**src/rtl/sc_seq_pkg.sv**
```systemverilog
package sc_seq_pkg;
  typedef enum logic [2:0] {
    ST_OFF,
    ST_PWR,
    ST_HOLD,
    ST_WAIT,
    ST_SESS,
    ST_DEACT
  } seq_state_e;
endpackage

```
**src/rtl/sc_clk_div.sv**
```systemverilog
module sc_clk_div #(
  parameter int DIV_W = 8
) (
  input  logic             clk,
  input  logic             rst,
  input  logic             run_i,
  input  logic [DIV_W-1:0] half_i,
  output logic             sc_clk_o,
  output logic             rise_o
);
  logic [DIV_W-1:0] half_eff;
  logic [DIV_W-1:0] cnt_q;
  logic             clk_q;
  logic             at_end;

  assign half_eff = (half_i == '0) ? DIV_W'(1) : half_i;
  assign at_end   = (cnt_q >= half_eff - DIV_W'(1));

  always_ff @(posedge clk) begin
    if (rst || !run_i) begin
      cnt_q <= '0;
      clk_q <= 1'b0;
    end else if (at_end) begin
      cnt_q <= '0;
      clk_q <= ~clk_q;
    end else begin
      cnt_q <= cnt_q + DIV_W'(1);
    end
  end

  assign sc_clk_o = clk_q;
  assign rise_o   = run_i && at_end && !clk_q;

  // a stopped divider parks the card clock low
  a_r9_stop_low: assert property (@(posedge clk) disable iff (rst)
    !run_i |=> !clk_q);
  // every rising strobe is followed by a high card clock
  a_r2_rise_high: assert property (@(posedge clk) disable iff (rst)
    rise_o |=> clk_q);
endmodule

```
**src/rtl/sc_io_edge.sv**
```systemverilog
module sc_io_edge #(
  parameter int SYNC_STAGES = 2
) (
  input  logic clk,
  input  logic rst,
  input  logic io_i,
  output logic fall_o
);
  logic [SYNC_STAGES-1:0] sync_d;
  logic [SYNC_STAGES-1:0] sync_q;
  logic                   tail_q;

  for (genvar i = 0; i < SYNC_STAGES; i++) begin : g_stage
    if (i == 0) begin : g_first
      assign sync_d[i] = io_i;
    end else begin : g_next
      assign sync_d[i] = sync_q[i-1];
    end
  end

  always_ff @(posedge clk) begin
    if (rst) begin
      sync_q <= '1;
      tail_q <= 1'b1;
    end else begin
      sync_q <= sync_d;
      tail_q <= sync_q[SYNC_STAGES-1];
    end
  end

  assign fall_o = tail_q && !sync_q[SYNC_STAGES-1];
endmodule

```
**src/rtl/sc_deact_seq.sv**
```systemverilog
module sc_deact_seq #(
  parameter int STEP_CLKS = 16
) (
  input  logic clk,
  input  logic rst,
  input  logic start_i,
  output logic clk_stop_o,
  output logic io_low_o,
  output logic pwr_off_o
);
  localparam int STEP_W = $clog2(STEP_CLKS + 1);
  localparam logic [STEP_W-1:0] STEP_LAST = STEP_W'(STEP_CLKS - 1);

  logic              busy_q;
  logic [1:0]        step_q;
  logic [STEP_W-1:0] dcnt_q;
  logic              last;

  assign last = busy_q && (dcnt_q == STEP_LAST);

  always_ff @(posedge clk) begin
    if (rst) begin
      busy_q <= 1'b0;
      step_q <= '0;
      dcnt_q <= '0;
    end else if (start_i) begin
      busy_q <= 1'b1;
      step_q <= '0;
      dcnt_q <= '0;
    end else if (busy_q) begin
      if (last) begin
        dcnt_q <= '0;
        step_q <= step_q + 2'd1;
        if (step_q == 2'd2) busy_q <= 1'b0;
      end else begin
        dcnt_q <= dcnt_q + STEP_W'(1);
      end
    end
  end

  assign clk_stop_o = last && (step_q == 2'd0);
  assign io_low_o   = last && (step_q == 2'd1);
  assign pwr_off_o  = last && (step_q == 2'd2);

  // the sequence is never restarted while it runs
  a_r9_no_restart: assert property (@(posedge clk) disable iff (rst)
    start_i |-> !busy_q);
  // removing power is the final step
  a_r9_power_last: assert property (@(posedge clk) disable iff (rst)
    pwr_off_o |=> !busy_q);
endmodule

```
**src/rtl/sc_reset_seq.sv**
```systemverilog
module sc_reset_seq
  import sc_seq_pkg::*;
#(
  parameter int DIV_W       = 8,
  parameter int RST_HOLD    = 42000,
  parameter int IO_REL      = 150,
  parameter int ATR_MIN     = 380,
  parameter int ATR_MAX     = 42000,
  parameter int STEP_CLKS   = 16,
  parameter int SYNC_STAGES = 2
) (
  input  logic             clk,
  input  logic             rst,
  input  logic [DIV_W-1:0] div_half,
  input  logic             cold_req,
  input  logic             warm_req,
  input  logic             deact_req,
  input  logic             io_in,
  output logic             vcc_en_o,
  output logic             sc_clk_o,
  output logic             sc_rst_o,
  output logic             io_drv_low_o,
  output logic             act_o,
  output logic             atr_seen_o,
  output logic             atr_early_o,
  output logic             atr_late_o,
  output logic             off_done_o
);
  localparam int CNT_TOP = (RST_HOLD > ATR_MAX) ? RST_HOLD : ATR_MAX;
  localparam int CNT_W   = $clog2(CNT_TOP + 1);
  localparam int STEP_W  = $clog2(STEP_CLKS + 1);
  localparam logic [CNT_W-1:0]  HOLD_LAST = CNT_W'(RST_HOLD - 1);
  localparam logic [CNT_W-1:0]  IO_LAST   = CNT_W'(IO_REL - 1);
  localparam logic [CNT_W-1:0]  WIN_LO    = CNT_W'(ATR_MIN);
  localparam logic [CNT_W-1:0]  WIN_HI    = CNT_W'(ATR_MAX);
  localparam logic [CNT_W-1:0]  WIN_LAST  = CNT_W'(ATR_MAX - 1);
  localparam logic [STEP_W-1:0] PWR_LAST  = STEP_W'(STEP_CLKS - 1);

  seq_state_e        state_q;
  logic [CNT_W-1:0]  cnt_q;
  logic [STEP_W-1:0] pcnt_q;
  logic vcc_q, run_q, rstn_q, io_low_q, act_q;
  logic seen_q, early_q, late_q, done_q;

  logic rise, fall;
  logic clk_stop, io_low_step, pwr_off;
  logic take_deact, take_cold, take_warm;
  logic atr_good, atr_bad, win_late, go_deact;

  sc_clk_div #(.DIV_W(DIV_W)) u_div (
    .clk      (clk),
    .rst      (rst),
    .run_i    (run_q),
    .half_i   (div_half),
    .sc_clk_o (sc_clk_o),
    .rise_o   (rise)
  );

  sc_io_edge #(.SYNC_STAGES(SYNC_STAGES)) u_edge (
    .clk    (clk),
    .rst    (rst),
    .io_i   (io_in),
    .fall_o (fall)
  );

  sc_deact_seq #(.STEP_CLKS(STEP_CLKS)) u_deact (
    .clk        (clk),
    .rst        (rst),
    .start_i    (go_deact),
    .clk_stop_o (clk_stop),
    .io_low_o   (io_low_step),
    .pwr_off_o  (pwr_off)
  );

  always_comb begin
    take_deact = deact_req && (state_q != ST_OFF) && (state_q != ST_DEACT);
    take_cold  = cold_req && (state_q == ST_OFF);
    take_warm  = warm_req && !deact_req && (state_q == ST_SESS);
    atr_good   = (state_q == ST_WAIT) && fall && (cnt_q >= WIN_LO);
    atr_bad    = (state_q == ST_WAIT) && fall && (cnt_q < WIN_LO);
    win_late   = (state_q == ST_WAIT) && rise && (cnt_q == WIN_LAST) && !atr_good;
    go_deact   = take_deact || win_late;
  end

  always_ff @(posedge clk) begin
    if (rst) begin
      state_q  <= ST_OFF;
      cnt_q    <= '0;
      pcnt_q   <= '0;
      vcc_q    <= 1'b0;
      run_q    <= 1'b0;
      rstn_q   <= 1'b0;
      io_low_q <= 1'b1;
      act_q    <= 1'b0;
      seen_q   <= 1'b0;
      early_q  <= 1'b0;
      late_q   <= 1'b0;
      done_q   <= 1'b1;
    end else if (go_deact) begin
      state_q <= ST_DEACT;
      rstn_q  <= 1'b0;
      if (win_late) late_q <= 1'b1;
    end else begin
      unique case (state_q)
        ST_OFF: begin
          if (take_cold) begin
            state_q <= ST_PWR;
            vcc_q   <= 1'b1;
            act_q   <= 1'b1;
            done_q  <= 1'b0;
            seen_q  <= 1'b0;
            early_q <= 1'b0;
            late_q  <= 1'b0;
            pcnt_q  <= '0;
          end
        end
        ST_PWR: begin
          if (pcnt_q == PWR_LAST) begin
            run_q   <= 1'b1;
            cnt_q   <= '0;
            state_q <= ST_HOLD;
          end else begin
            pcnt_q <= pcnt_q + STEP_W'(1);
          end
        end
        ST_HOLD: begin
          if (rise) begin
            cnt_q <= cnt_q + CNT_W'(1);
            if (cnt_q == IO_LAST) io_low_q <= 1'b0;
            if (cnt_q == HOLD_LAST) begin
              rstn_q  <= 1'b1;
              cnt_q   <= '0;
              state_q <= ST_WAIT;
            end
          end
        end
        ST_WAIT: begin
          if (rise) cnt_q <= cnt_q + CNT_W'(1);
          if (atr_bad) early_q <= 1'b1;
          if (atr_good) begin
            seen_q  <= 1'b1;
            state_q <= ST_SESS;
          end
        end
        ST_SESS: begin
          if (take_warm) begin
            rstn_q   <= 1'b0;
            io_low_q <= 1'b1;
            cnt_q    <= '0;
            seen_q   <= 1'b0;
            early_q  <= 1'b0;
            late_q   <= 1'b0;
            state_q  <= ST_HOLD;
          end
        end
        ST_DEACT: begin
          if (clk_stop) run_q <= 1'b0;
          if (io_low_step) io_low_q <= 1'b1;
          if (pwr_off) begin
            vcc_q   <= 1'b0;
            act_q   <= 1'b0;
            done_q  <= 1'b1;
            state_q <= ST_OFF;
          end
        end
        default: state_q <= ST_OFF;
      endcase
    end
  end

  assign vcc_en_o     = vcc_q;
  assign sc_rst_o     = rstn_q;
  assign io_drv_low_o = io_low_q;
  assign act_o        = act_q;
  assign atr_seen_o   = seen_q;
  assign atr_early_o  = early_q;
  assign atr_late_o   = late_q;
  assign off_done_o   = done_q;

  // reset line rises only at the end of a full hold
  a_r4_hold_len: assert property (@(posedge clk) disable iff (rst)
    $rose(rstn_q) |-> ($past(state_q) == ST_HOLD) && ($past(cnt_q) == HOLD_LAST));
  // an accepted answer lies inside the window
  a_r6_in_window: assert property (@(posedge clk) disable iff (rst)
    $rose(seen_q) |-> ($past(cnt_q) >= WIN_LO) && ($past(cnt_q) < WIN_HI));
  // expiry always coincides with entry into shutdown
  a_r8_late_shutdown: assert property (@(posedge clk) disable iff (rst)
    $rose(late_q) |-> (state_q == ST_DEACT) && !rstn_q);
  // supply is removed only after clock stop and I/O low
  a_r9_power_order: assert property (@(posedge clk) disable iff (rst)
    $fell(vcc_q) |-> io_low_q && !run_q && !rstn_q);
  // I/O is released only while the card is powered
  a_r5_release_powered: assert property (@(posedge clk) disable iff (rst)
    !io_low_q |-> vcc_q);
  // a host abort lands in shutdown with reset asserted
  a_r10_abort: assert property (@(posedge clk) disable iff (rst)
    take_deact |=> (state_q == ST_DEACT) && !rstn_q);
endmodule

```
**config.mk**
```make
export PLATFORM = sky130hd
export DESIGN_NAME = sc_reset_seq
export DESIGN_NICKNAME = d
export VERILOG_FILES = /design/src/rtl/sc_seq_pkg.sv /design/src/rtl/sc_clk_div.sv /design/src/rtl/sc_io_edge.sv /design/src/rtl/sc_deact_seq.sv /design/src/rtl/sc_reset_seq.sv
export SDC_FILE = /design/constraint.sdc
export NUM_CORES = 1
export LEC_CHECK = 0
export ABC_CLOCK_PERIOD_IN_PS = 6400
export BUFFER_PORTS_ARGS = -buffer_cell sky130_fd_sc_hd__buf_2
export CORE_MARGIN = 2
export CORE_UTILIZATION = 35
export DETAILED_ROUTE_END_ITERATION = 16
export GPL_TIMING_DRIVEN = 0
export HOLD_SLACK_MARGIN = 0.03
export SLEW_MARGIN = 20
export SYNTH_ARGS = -nofsm -noshare
export SYNTH_HDL_FRONTEND = slang
export SYNTH_SLANG_ARGS = --single-unit
```
**constraint.sdc**
```tcl
create_clock -name clk -period 6.4 [get_ports clk]
set_input_delay 1.28 -clock clk [delete_from_list [all_inputs] [get_ports clk]]
set_output_delay 1.28 -clock clk [all_outputs]
set_load 0.02 [all_outputs]
```
==> run summary, run 1 <==
f_max - 205.8 MHz
Initial Util - 35.48%
DRT iter0 DRCs - 118
# clock sinks - 52
CTS tree - built
status - finished clean
Post-Syn Area - 0.003049 mm²
# diodes - 0
final core occ - 39.59%
Async SR Flop Fraction - 0%
register area share after synthesis - 34.14%
number of synthesized flops with an enable pin - 0
Layout Nets - 425
Area growth, synth to finish - 11.57%
number of I/O port buffers - 22
multi-input logic area - 0.001891 mm²
Static Leakage - 1.292 nW
Hold Fails Final Rpt - 0
die extent in y - 97.34 µm
Gate Count Post-Synth - 363
drt first pass iters - 4
routed len/inst - 14.43 µm
clk_skew - 0.01695 ns
die area - 0.009474 mm²
via count - 2743
antenna-violating nets left - 0
Final HPWL DP - 5481 µm
CTS buffer count - 5
Core Area - 0.008593 mm²
Worst Hold Class - reg2reg
initial antenna violation count - 0
power per cell area - 254.9 mW/mm²
post-cts resize count - 0
most common cell after layout, fill and taps aside - nor2_1
worst vdd ir - 0.1249 mV
Setup-failing EPs final - 0
Synthesis Warnings - 0
IO Pins - 23
fin. max-slew vios - 0
min cycle time layout - 4.860 ns
clock share of power - 25.7%
global route overflow - 0
routability cong. - 0.9367
Seq cells post-synth - 52
Max-slew headroom - 38.86%
syn nets - 396
Clock transition at path regs - 0.10 ns
Reg area - 0.001041 mm²
die width - 97.34 µm
clock tree root buffer cell - clkbuf_8
hold buffers post-CTS - 0
Final Cycle Share - 75.94%
CP Launch Type - input port
Crit path required time - 6.63 ns
P_sw - 0.3007 mW
Fillers - 906
H-tree levels - 2
top_reg_cell synth - dfxtp_1
post-route setup TNS - 0 ns
Critical Path AT - 5.09 ns
number of global-route vias before repair - 2622
sequential power share - 42.4%
Post-CTS Setup Inserts - 0
Pint - 0.5664 mW
Gate power share - 31.9%
largest net degree at the start of global routing - 16
commonest non-fill, non-tap cells in the layout - nor2_1, dfxtp_1, buf_2
Syn Area/Cell - 8.400 µm²
clk_lat worst skew - 0.31 ns
first-pass GRT wire length - 12590 µm
RSZ-0062 raised after global routing - no
fraction of layout cells with a size suffix above 1 - 13.49%
CTS Buffer Depth - 2
worst-path maximum fanout - 9
worst slew pin tran - 0.9095 ns
max_cap viols - 0
vias per std cell - 5.475
GRT Overall Usage - 15.81%
DRC Markers - 0
# rows - 34
Crit. End Element - flip-flop
Total Wirelength - 7227 µm
switching part of the total - 34.68%
post-synth cell types - 57
CP Class - in2reg
==> final timing paths <==
path                          from                to  slack, ns  depth (start not counted)
setup / recovery       div_half[3]          cnt_q[8]       1.54                         15
hold / removal    u_edge.sync_q[0]  u_edge.sync_q[1]       0.41                          1
setup reg to reg    u_div.cnt_q[0]          cnt_q[0]       3.77                          8
hold reg to reg   u_edge.sync_q[0]  u_edge.sync_q[1]       0.41                          1
==> power by group through the flow <==
stage | sequential (mW) | clock (mW) | combinational [mW]
5_1_grt | 0.371 | 0.243 | 0.308
2_1_floorplan | 0.378 | 0 | 0.201
6_report | 0.368 | 0.223 | 0.277
3_5_place_dp | 0.375 | 0 | 0.273
3_3_place_gp | 0.375 | 0 | 0.270
4_1_cts | 0.368 | 0.229 | 0.275
==> final cells by class <==
| cell class | instances | area share, % |
|---|---|---|
| buffer | 13 | 1.912 |
| clock buffer | 6 | 2.133 |
| clock inverter | 2 | 1.030 |
| inverter | 14 | 1.545 |
| multi-input combinational | 284 | 55.57 |
| sequential | 52 | 30.60 |
| tap | 108 | 3.972 |
| timing repair buffer | 22 | 3.236 |
==> registers in the layout, summed over array words and instances (netlist names) <==
signal          cells
u_div.cnt_q         8
atr_seen_o          1
act_o               1
run_q               1
u_edge.sync_q       2
u_div.sc_clk_o      1
u_deact.step_q      2
io_drv_low_o        1
pcnt_q              5
atr_early_o         1
cnt_q              16
state_q             3
u_deact.busy_q      1
u_deact.dcnt_q      5
off_done_o          1
atr_late_o          1
u_edge.tail_q       1
sc_rst_o            1
==> through the flow <==
step	power, mW	setup slack (ns)	std cells	hold WS (ns)	area [µm²]
2_1_floorplan	0.5788	1.873	363	0.3895	3049
3_3_place_gp	0.6452	1.330	493	0.3927	3294
3_5_place_dp	0.6483	1.256	493	0.3923	3294
4_1_cts	0.8721	1.576	501	0.4141	3402
5_1_grt	0.9228	1.259	501	0.4583	3402
6_report	0.8671	1.540	501	0.4125	3402
==> logic make-up (layout without fill, tap and decap cells) <==
family / after synthesis / in the layout / synth area share, %
fa+ha+maj: 19 / 19 / 7.797
compound gates: 73 / 73 / 17.64
mux: 6 / 6 / 2.011
xor+xnor: 19 / 19 / 5.458
flops: 52 / 52 / 34.14
simple gates: 167 / 167 / 29.09
buf+inv: 27 / 57 / 3.857
==> layer usage <==
layer  up-vias  wire length (µm)  global-route usage [%]  share of wire [%]
met2        63              3414                   25.80                 47
li1       1375                 -                       -                  -
met1      1298              3435                   21.41                 48
met4         0                58                   4.380               0.80
met5         -                 0                       0                  0
met3         7               319                   3.094                4.4
==> synth_stat cells, types with 6 or more instances <==
cell      instances  area share, %
nor2_1           53            6.5
dfxtp_1          52             34
nand2_1          24            3.0
ha_1             19            7.8
a21oi_1          17            2.8
nand3_1          16            2.6
inv_1            13            1.6
and3_1           12            2.5
nor3_1           10            1.6
xor2_1           10            2.9
o21ai_0           9            1.5
xnor2_1           9            2.6
nand4_1           8            1.6
buf_2             7            1.1
nand2b_1          7            1.4
a221o_1           6            2.0
o21a_1            6            1.5
==> worst max-delay path, cell delays in order <==
cell	delay, ns
buf_2	0.12
or3_1	0.41
or4_1	0.43
nor2_1	0.21
nor2_1	0.09
ha_1	0.23
nor3b_1	0.16
xnor2_1	0.12
ha_1	0.27
nand2_1	0.06
nor2_1	0.17
a31oi_4	0.17
nor4_2	0.82
nand2_1	0.26
o31ai_1	0.28
Power figures use the tool's default switching activity.
==> run 2: changes to the inputs <==
--- a/config.mk
+++ b/config.mk
@@ -5,7 +5,7 @@
 export SDC_FILE = /design/constraint.sdc
 export NUM_CORES = 1
 export LEC_CHECK = 0
-export ABC_CLOCK_PERIOD_IN_PS = 6400
+export ABC_CLOCK_PERIOD_IN_PS = 4300
 export BUFFER_PORTS_ARGS = -buffer_cell sky130_fd_sc_hd__buf_2
 export CORE_MARGIN = 2
 export CORE_UTILIZATION = 35
==> constraint.sdc (replaced) <==
create_clock -name clk -period 4.3 [get_ports clk]
set_input_delay 0.86 -clock clk [delete_from_list [all_inputs] [get_ports clk]]
set_output_delay 0.86 -clock clk [all_outputs]
set_load 0.02 [all_outputs]
==> run 2 against run 1 <==
Net effect: hold slack hardly changed; first-iteration DRC count rose by 4.2%; non-clock buffer count unchanged; register-to-register slack lost 2.2 ns; wire length is 0.40% higher; power rose by 50%; global-route usage is essentially flat; highest routed layer unchanged.
==> run summary, run 2 (same netlist as run 1, synthesis figures left out) <==
status - finished clean (unchanged)
Final HPWL DP - 5481 µm (unchanged)
f_max - 244.0 MHz
number of I/O port buffers - 22 (unchanged)
fraction of layout cells with a size suffix above 1 - 14.50% (was 13.49%)
CTS tree - built (unchanged)
DRC Markers - 0 (unchanged)
Core Area - 0.008593 mm² (unchanged)
commonest non-fill, non-tap cells in the layout - dfxtp_1, nor2_1, buf_2 (was nor2_1, dfxtp_1, buf_2)
power per cell area - 379.0 mW/mm² (was 254.9 mW/mm²)
Post-CTS Setup Inserts - 0 (unchanged)
via count - 2749 (was 2743)
Initial Util - 35.48% (unchanged)
vias per std cell - 5.487 (was 5.475)
# diodes - 0 (unchanged)
CTS buffer count - 5 (unchanged)
top flop regs - cnt_q: 16 flops, u_div.cnt_q: 8 flops (unchanged)
die extent in y - 97.34 µm (unchanged)
critical path's most frequent cell - ha_1 (was nor2_1)
RSZ-0062 raised after global routing - no (unchanged)
CTS Buffer Depth - 2 (unchanged)
post-route setup TNS - 0 ns (unchanged)
final core occ - 39.87% (was 39.59%)
# clock sinks - 52 (unchanged)
hold buffers post-CTS - 0 (unchanged)
first-pass GRT wire length - 12600 µm (was 12590 µm)
Fillers - 900 (was 906)
worst-path maximum fanout - 9 (unchanged)
CP Class - in2reg (unchanged)
Reg area - 0.001041 mm² (unchanged)
Total Wirelength - 7256 µm (was 7227 µm)
Crit path required time - 4.51 ns (was 6.63 ns)
IO Pins - 23 (unchanged)
Static Leakage - 1.293 nW (was 1.292 nW)
R2R Setup Slk - 1.62 ns (was 3.77 ns)
antenna-violating nets left - 0 (unchanged)
crit-path cells - buf_2 > or3_1 > or4_1 > nor2_2 > nor2_1 > ha_1 > nor3b_1 > xnor2_1 > ha_1 > nand2_1 > o21ai_1 > a31oi_4 > a211o_4 > o21a_2 > a221o_1 (was buf_2 > or3_1 > or4_1 > nor2_1 > nor2_1 > ha_1 > nor3b_1 > xnor2_1 > ha_1 > nand2_1 > nor2_1 > a31oi_4 > nor4_2 > nand2_1 > o31ai_1)
multi-input logic area - 0.001914 mm² (was 0.001891 mm²)
max reg flops - 16 (unchanged)
Area growth, synth to finish - 12.35% (was 11.57%)
min cycle time layout - 4.099 ns
fin worst setup slack - 0.2013 ns (was 1.540 ns)
routed len/inst - 14.48 µm (was 14.43 µm)
routability cong. - 0.9367 (unchanged)
Crit-path slowest cell - or4_1 (was nor4_2)
drt first pass iters - 4 (unchanged)
# placed instances - 493 (unchanged)
worst vdd ir - 0.1859 mV (was 0.1249 mV)
Hold Fails Final Rpt - 0 (unchanged)
most common cell after layout, fill and taps aside - dfxtp_1 (was nor2_1)
Top reg by flops - cnt_q (unchanged)
clk_skew - 0.01624 ns (was 0.01695 ns)
Placement Setup Slack - -0.4238 ns (was 1.256 ns)
Max-slew headroom - 55.09% (was 38.86%)
initial antenna violation count - 0 (unchanged)
final instance area - 0.003426 mm² (was 0.003402 mm²)
Post-Layout Cell Count - 501 (unchanged)
number of global-route vias before repair - 2623 (was 2622)
Critical Path AT - 4.31 ns (was 5.09 ns)
Final Cycle Share - 95.32%
Setup-failing EPs final - 0 (unchanged)
global route overflow - 0 (unchanged)
Clock transition at path regs - 0.10 ns (about the same)
die area - 0.009474 mm² (unchanged)
clk_lat worst skew - 0.31 ns (about the same)
worst slew pin tran - 0.6712 ns (was 0.9095 ns)
# rows - 34 (unchanged)
Layout Nets - 425 (unchanged)
fin. max-slew vios - 0 (unchanged)
CP Launch Type - input port (unchanged)
DP Area - 0.003294 mm² (unchanged)
Crit. End Element - flip-flop (unchanged)
max_cap viols - 0 (unchanged)
largest net degree at the start of global routing - 16 (unchanged)
critical path's largest stage delay - 0.44 ns (was 0.82 ns)
clock tree root buffer cell - clkbuf_8 (unchanged)
DRT iter0 DRCs - 123 (was 118)
H-tree levels - 2 (unchanged)
die width - 97.34 µm (unchanged)
Worst Hold Class - reg2reg (unchanged)
GRT Overall Usage - 15.83% (was 15.81%)
## run 2: cell counts in the layout (fill, tap and decap cells not counted)
Identical to the previous run, type by type.
## run 2: area by class of cell
class / instances / share of cell area (%)
multi-input cells: 284 / 55.88
flip-flops and latches: 52 / 30.39
well taps: 108 / 3.944
repair buffers: 22 / 3.214
clock buffers: 6 / 2.118
plain buffers: 13 / 1.899
inverters: 14 / 1.534
clock inverters: 2 / 1.023
## run 2: final timing paths
path,to,depth (start not counted),start
max,cnt_q[6],15,div_half[3]
min,u_edge.sync_q[1],1,u_edge.sync_q[0]
max reg2reg,sc_rst_o,9,u_div.cnt_q[0]
min reg2reg,u_edge.sync_q[1],1,u_edge.sync_q[0]
## run 2: critical path, delay by kind of cell
| kind | cells | cell delay, ns |
|---|---|---|
| buffers and inverters | 1 | 0.12 |
| AND/OR/NAND/NOR | 6 | 1.32 |
| adder cells (fa/ha/maj) | 2 | 0.49 |
| XOR/XNOR | 1 | 0.12 |
| AO/OA/AOI/OAI | 5 | 1.38 |
## run 2: stage by stage
| step | hold WS [ns] | power (mW) |
|---|---|---|
| floorplan | 0.3895 | 0.8614 |
| global placement | 0.3927 | 0.9604 |
| detailed placement | 0.3923 | 0.9649 |
| CTS | 0.4141 | 1.299 |
| global route | 0.4583 | 1.380 |
| finish | 0.4125 | 1.298 |
## run 2: repair_timing
action                     CTS  global route
pin swaps                    0             2
setup endpoints to repair   11            14
gates resized for setup      1             5
hold endpoints to repair     0             0
## run 2: per-layer routing
metal	GRT usage, %	wire length (µm)	vias to the layer above	share of wire (%)
met3	3.094	354	7	4.9
met4	4.380	67	0	0.92
met1	21.45	3388	1303	47
met2	25.80	3446	58	47
met5	0	0	-	0
li1	-	-	1381	-
## run 2: power breakdown
part           total [mW]  internal, mW  switching [mW]
registers           0.547         0.518          0.0290
clock network       0.332         0.173           0.159
logic               0.420         0.156           0.263
==> run 3: changes to the inputs <==
--- a/config.mk
+++ b/config.mk
@@ -5,6 +5,7 @@
 export SDC_FILE = /design/constraint.sdc
 export NUM_CORES = 1
 export LEC_CHECK = 0
+export ABC_AREA = 1
 export ABC_CLOCK_PERIOD_IN_PS = 4300
 export BUFFER_PORTS_ARGS = -buffer_cell sky130_fd_sc_hd__buf_2
 export CORE_MARGIN = 2
==> run 3 against run 2 <==
Net effect: critical endpoint is now cnt_q[1]; wire length up 16%; sequential share of layout area down 2.5 points; cell count up 33%; critical path depth up 7; highest routed layer unchanged; power up 42%; final area up 9.1%; worst setup slack better by 0.52 ns; sequential cell count unchanged; critical path type unchanged; die area up 10%; count of clock-buffer cells in the layout unchanged; utilization up 0.39 points; first-iteration DRC count up 41%.
==> run summary, run 3 <==
CTS Buffer Depth - 2 (unchanged)
Layout Nets - 570 (was 425)
most common cell after layout, fill and taps aside - nand2_1 (was dfxtp_1)
CP Class - in2reg (unchanged)
Post-CTS Setup Inserts - 0 (unchanged)
clock tree root buffer cell - clkbuf_8 (unchanged)
top flop regs - cnt_q: 16 flops, u_div.cnt_q: 8 flops (unchanged)
clk_lat worst skew - 0.31 ns (about the same)
CP Launch Type - input port (unchanged)
status - finished clean (unchanged)
top_reg_cell synth - dfxtp_1 (unchanged)
die width - 102.2 µm (was 97.34 µm)
clk_skew - 0.01213 ns (was 0.01624 ns)
crit-path cells - buf_2 > nor2_1 > inv_1 > nor3_1 > a31o_2 > inv_1 > ha_1 > nand2_1 > nor3_1 > xor2_1 > ha_1 > nand2_1 > o21a_1 > nand2_1 > nand3_2 > nand2_1 > nand2_1 > nor2_1 > buf_2 > nand3_1 > nand2_1 > nor2_1 (was buf_2 > or3_1 > or4_1 > nor2_2 > nor2_1 > ha_1 > nor3b_1 > xnor2_1 > ha_1 > nand2_1 > o21ai_1 > a31oi_4 > a211o_4 > o21a_2 > a221o_1)
switching part of the total - 46.94% (was 34.74%)
Gate power share - 51.2% (was 32.3%)
Critical Path AT - 3.75 ns (was 4.31 ns)
Clock transition at path regs - 0.09 ns (was 0.10 ns)
GRT Overall Usage - 16.97% (was 15.83%)
antenna-violating nets left - 0 (unchanged)
die extent in y - 102.2 µm (was 97.34 µm)
Core Area - 0.009284 mm² (was 0.008593 mm²)
vias per std cell - 4.822 (was 5.487)
min cycle time layout - 3.574 ns (was 4.099 ns)
max_cap viols - 0 (unchanged)
critical path's largest stage delay - 0.28 ns (was 0.44 ns)
hold buffers post-CTS - 0 (unchanged)
critical path's most frequent cell - nand2_1 (was ha_1)
worst slew pin tran - 0.6694 ns (was 0.6712 ns)
routed len/inst - 12.61 µm (was 14.48 µm)
Crit-path slowest cell - ha_1 (was or4_1)
Seq cells post-synth - 52 (unchanged)
Crit. End Element - flip-flop (unchanged)
post-cts resize count - 0 (was 1)
Synthesis Warnings - 0 (unchanged)
Async SR Flop Fraction - 0% (unchanged)
final instance area - 0.003737 mm² (was 0.003426 mm²)
Static Leakage - 1.550 nW (was 1.293 nW)
sequential power share - 33.3% (was 42.1%)
Fillers - 1035 (was 900)
Syn Area/Cell - 6.648 µm² (was 8.400 µm²)
post-synth cell types - 37 (was 57)
Worst Hold Class - reg2reg (unchanged)
die area - 0.01045 mm² (was 0.009474 mm²)
RSZ-0062 raised after global routing - no (unchanged)
Synth area leaders - dfxtp_1, nand2_1, nor2_1 (was dfxtp_1, ha_1, nor2_1)
Final Cycle Share - 83.12% (was 95.32%)
Hold Fails Final Rpt - 0 (unchanged)
clock share of power - 15.5% (was 25.5%)
# clock sinks - 52 (unchanged)
Total Wirelength - 8411 µm (was 7256 µm)
routability cong. - 0.8933 (was 0.9367)
global route overflow - 0 (unchanged)
number of global-route vias before repair - 3076 (was 2623)
Pint - 0.9776 mW (was 0.8472 mW)
Synth top area share - 30.83% (was 34.14%)
H-tree levels - 2 (unchanged)
worst-path maximum fanout - 10 (was 9)
drt first pass iters - 4 (unchanged)
Initial Util - 36.37% (was 35.48%)
CTS tree - built (unchanged)
Setup-failing EPs final - 0 (unchanged)
initial antenna violation count - 0 (unchanged)
IO Pins - 23 (unchanged)
Synth area leader - dfxtp_1 (unchanged)
DRC Markers - 0 (unchanged)
f_max - 279.8 MHz (was 244.0 MHz)
commonest non-fill, non-tap cells in the layout - nand2_1, nor2_1, inv_1 (was dfxtp_1, nor2_1, buf_2)
P_sw - 0.8648 mW (was 0.4511 mW)
max reg flops - 16 (unchanged)
# diodes - 0 (unchanged)
register area share after synthesis - 30.83% (was 34.14%)
Max-slew headroom - 55.37% (was 55.09%)
fin. max-slew vios - 0 (unchanged)
top-count cell post-synth - nand2_1 (was nor2_1)
largest net degree at the start of global routing - 17 (was 16)
fraction of layout cells with a size suffix above 1 - 12.45% (was 14.50%)
Crit path required time - 4.48 ns (was 4.51 ns)
Area growth, synth to finish - 10.67% (was 12.35%)
Top reg by flops - cnt_q (unchanged)
post-route setup TNS - 0 ns (unchanged)
# rows - 35 (was 34)
first-pass GRT wire length - 14280 µm (was 12600 µm)
number of synthesized flops with an enable pin - 0 (unchanged)
worst vdd ir - 0.3844 mV (was 0.1859 mV)
Gate Count Post-Synth - 508 (was 363)
Post-Syn Area - 0.003377 mm² (was 0.003049 mm²)
Final HPWL DP - 6457 µm (was 5481 µm)
syn nets - 541 (was 396)
via count - 3216 (was 2749)
DP Area - 0.003649 mm² (was 0.003294 mm²)
final total power - 1.842 mW (was 1.298 mW)
DRT iter0 DRCs - 173 (was 123)
number of I/O port buffers - 22 (unchanged)
final core occ - 40.26% (was 39.87%)
Commonest cells post-synth - nand2_1, nor2_1, inv_1, dfxtp_1, nand3_1 (was nor2_1, dfxtp_1, nand2_1, ha_1, a21oi_1)
power per cell area - 493.0 mW/mm² (was 379.0 mW/mm²)
CTS buffer count - 5 (unchanged)
## run 3: stage by stage
stage / setup WS [ns] / hold WS, ns / std cells
6_report: 0.7259 / 0.4246 / 667
5_1_grt: 0.4545 / 0.4431 / 667
4_1_cts: 0.7142 / 0.4340 / 667
3_5_place_dp: 0.3887 / 0.4008 / 659
3_3_place_gp: 0.4523 / 0.4000 / 659
2_1_floorplan: 0.9309 / 0.3895 / 508
## run 3: metal layers
metal  track usage [%]  vias to the layer above  part of all wire (%)  wire length (µm)
met2             28.19                       60                    45              3801
met4             4.718                        0                   2.0               166
met1             22.83                     1442                    49              4085
met5                 0                        -                     0                 0
li1                  -                     1701                     -                 -
met3             2.804                       13                   4.3               358
## run 3: cell type report
class / instances / area (µm²) / area share (%)
plain buffers: 13 / 88.84 / 2.377
clock buffers: 6 / 72.57 / 1.942
clock inverters: 2 / 16.27 / 0.4352
inverters: 70 / 262.8 / 7.030
multi-input cells: 373 / 1984 / 53.10
flip-flops and latches: 52 / 1041 / 27.85
well taps: 129 / 161.4 / 4.319
repair buffers: 22 / 110.1 / 2.946
## run 3: power by group through the flow
| stage | Clock, mW | Combinational, mW | Sequential, mW |
|---|---|---|---|
| CTS | 0.297 | 0.943 | 0.612 |
| finish | 0.286 | 0.944 | 0.613 |
| global placement | 0 | 0.924 | 0.620 |
| floorplan | 0 | 0.694 | 0.629 |
| global route | 0.314 | 1.08 | 0.623 |
| detailed placement | 0 | 0.939 | 0.623 |
## run 3: cell families (layout without fill, tap and decap cells)
kind of cell / count (synthesis) / count (layout) / share of synthesized area [%]
simple gates: 277 / 277 / 37.46
buf+inv: 83 / 113 / 10.41
compound gates: 60 / 60 / 9.856
flops: 52 / 52 / 30.83
fa+ha+maj: 19 / 19 / 7.040
xor+xnor: 17 / 17 / 4.409
## run 3: final timing paths
kind,startpoint,end,slack (ns),cells after the start
min reg2reg,u_edge.sync_q[0],u_edge.sync_q[1],0.42,1
max reg2reg,u_div.cnt_q[0],cnt_q[1],2.04,16
max,div_half[2],cnt_q[1],0.73,22
min,u_edge.sync_q[0],u_edge.sync_q[1],0.42,1
## run 3: worst max-delay path, delay by kind of cell
family	cells	cell delay [ns]
xor gates and xnor gates	1	0.14
buffers and inverters	4	0.53
adders and majority gates	2	0.49
AOI/OAI and AO/OA	2	0.42
and+or+nand+nor	13	1.32
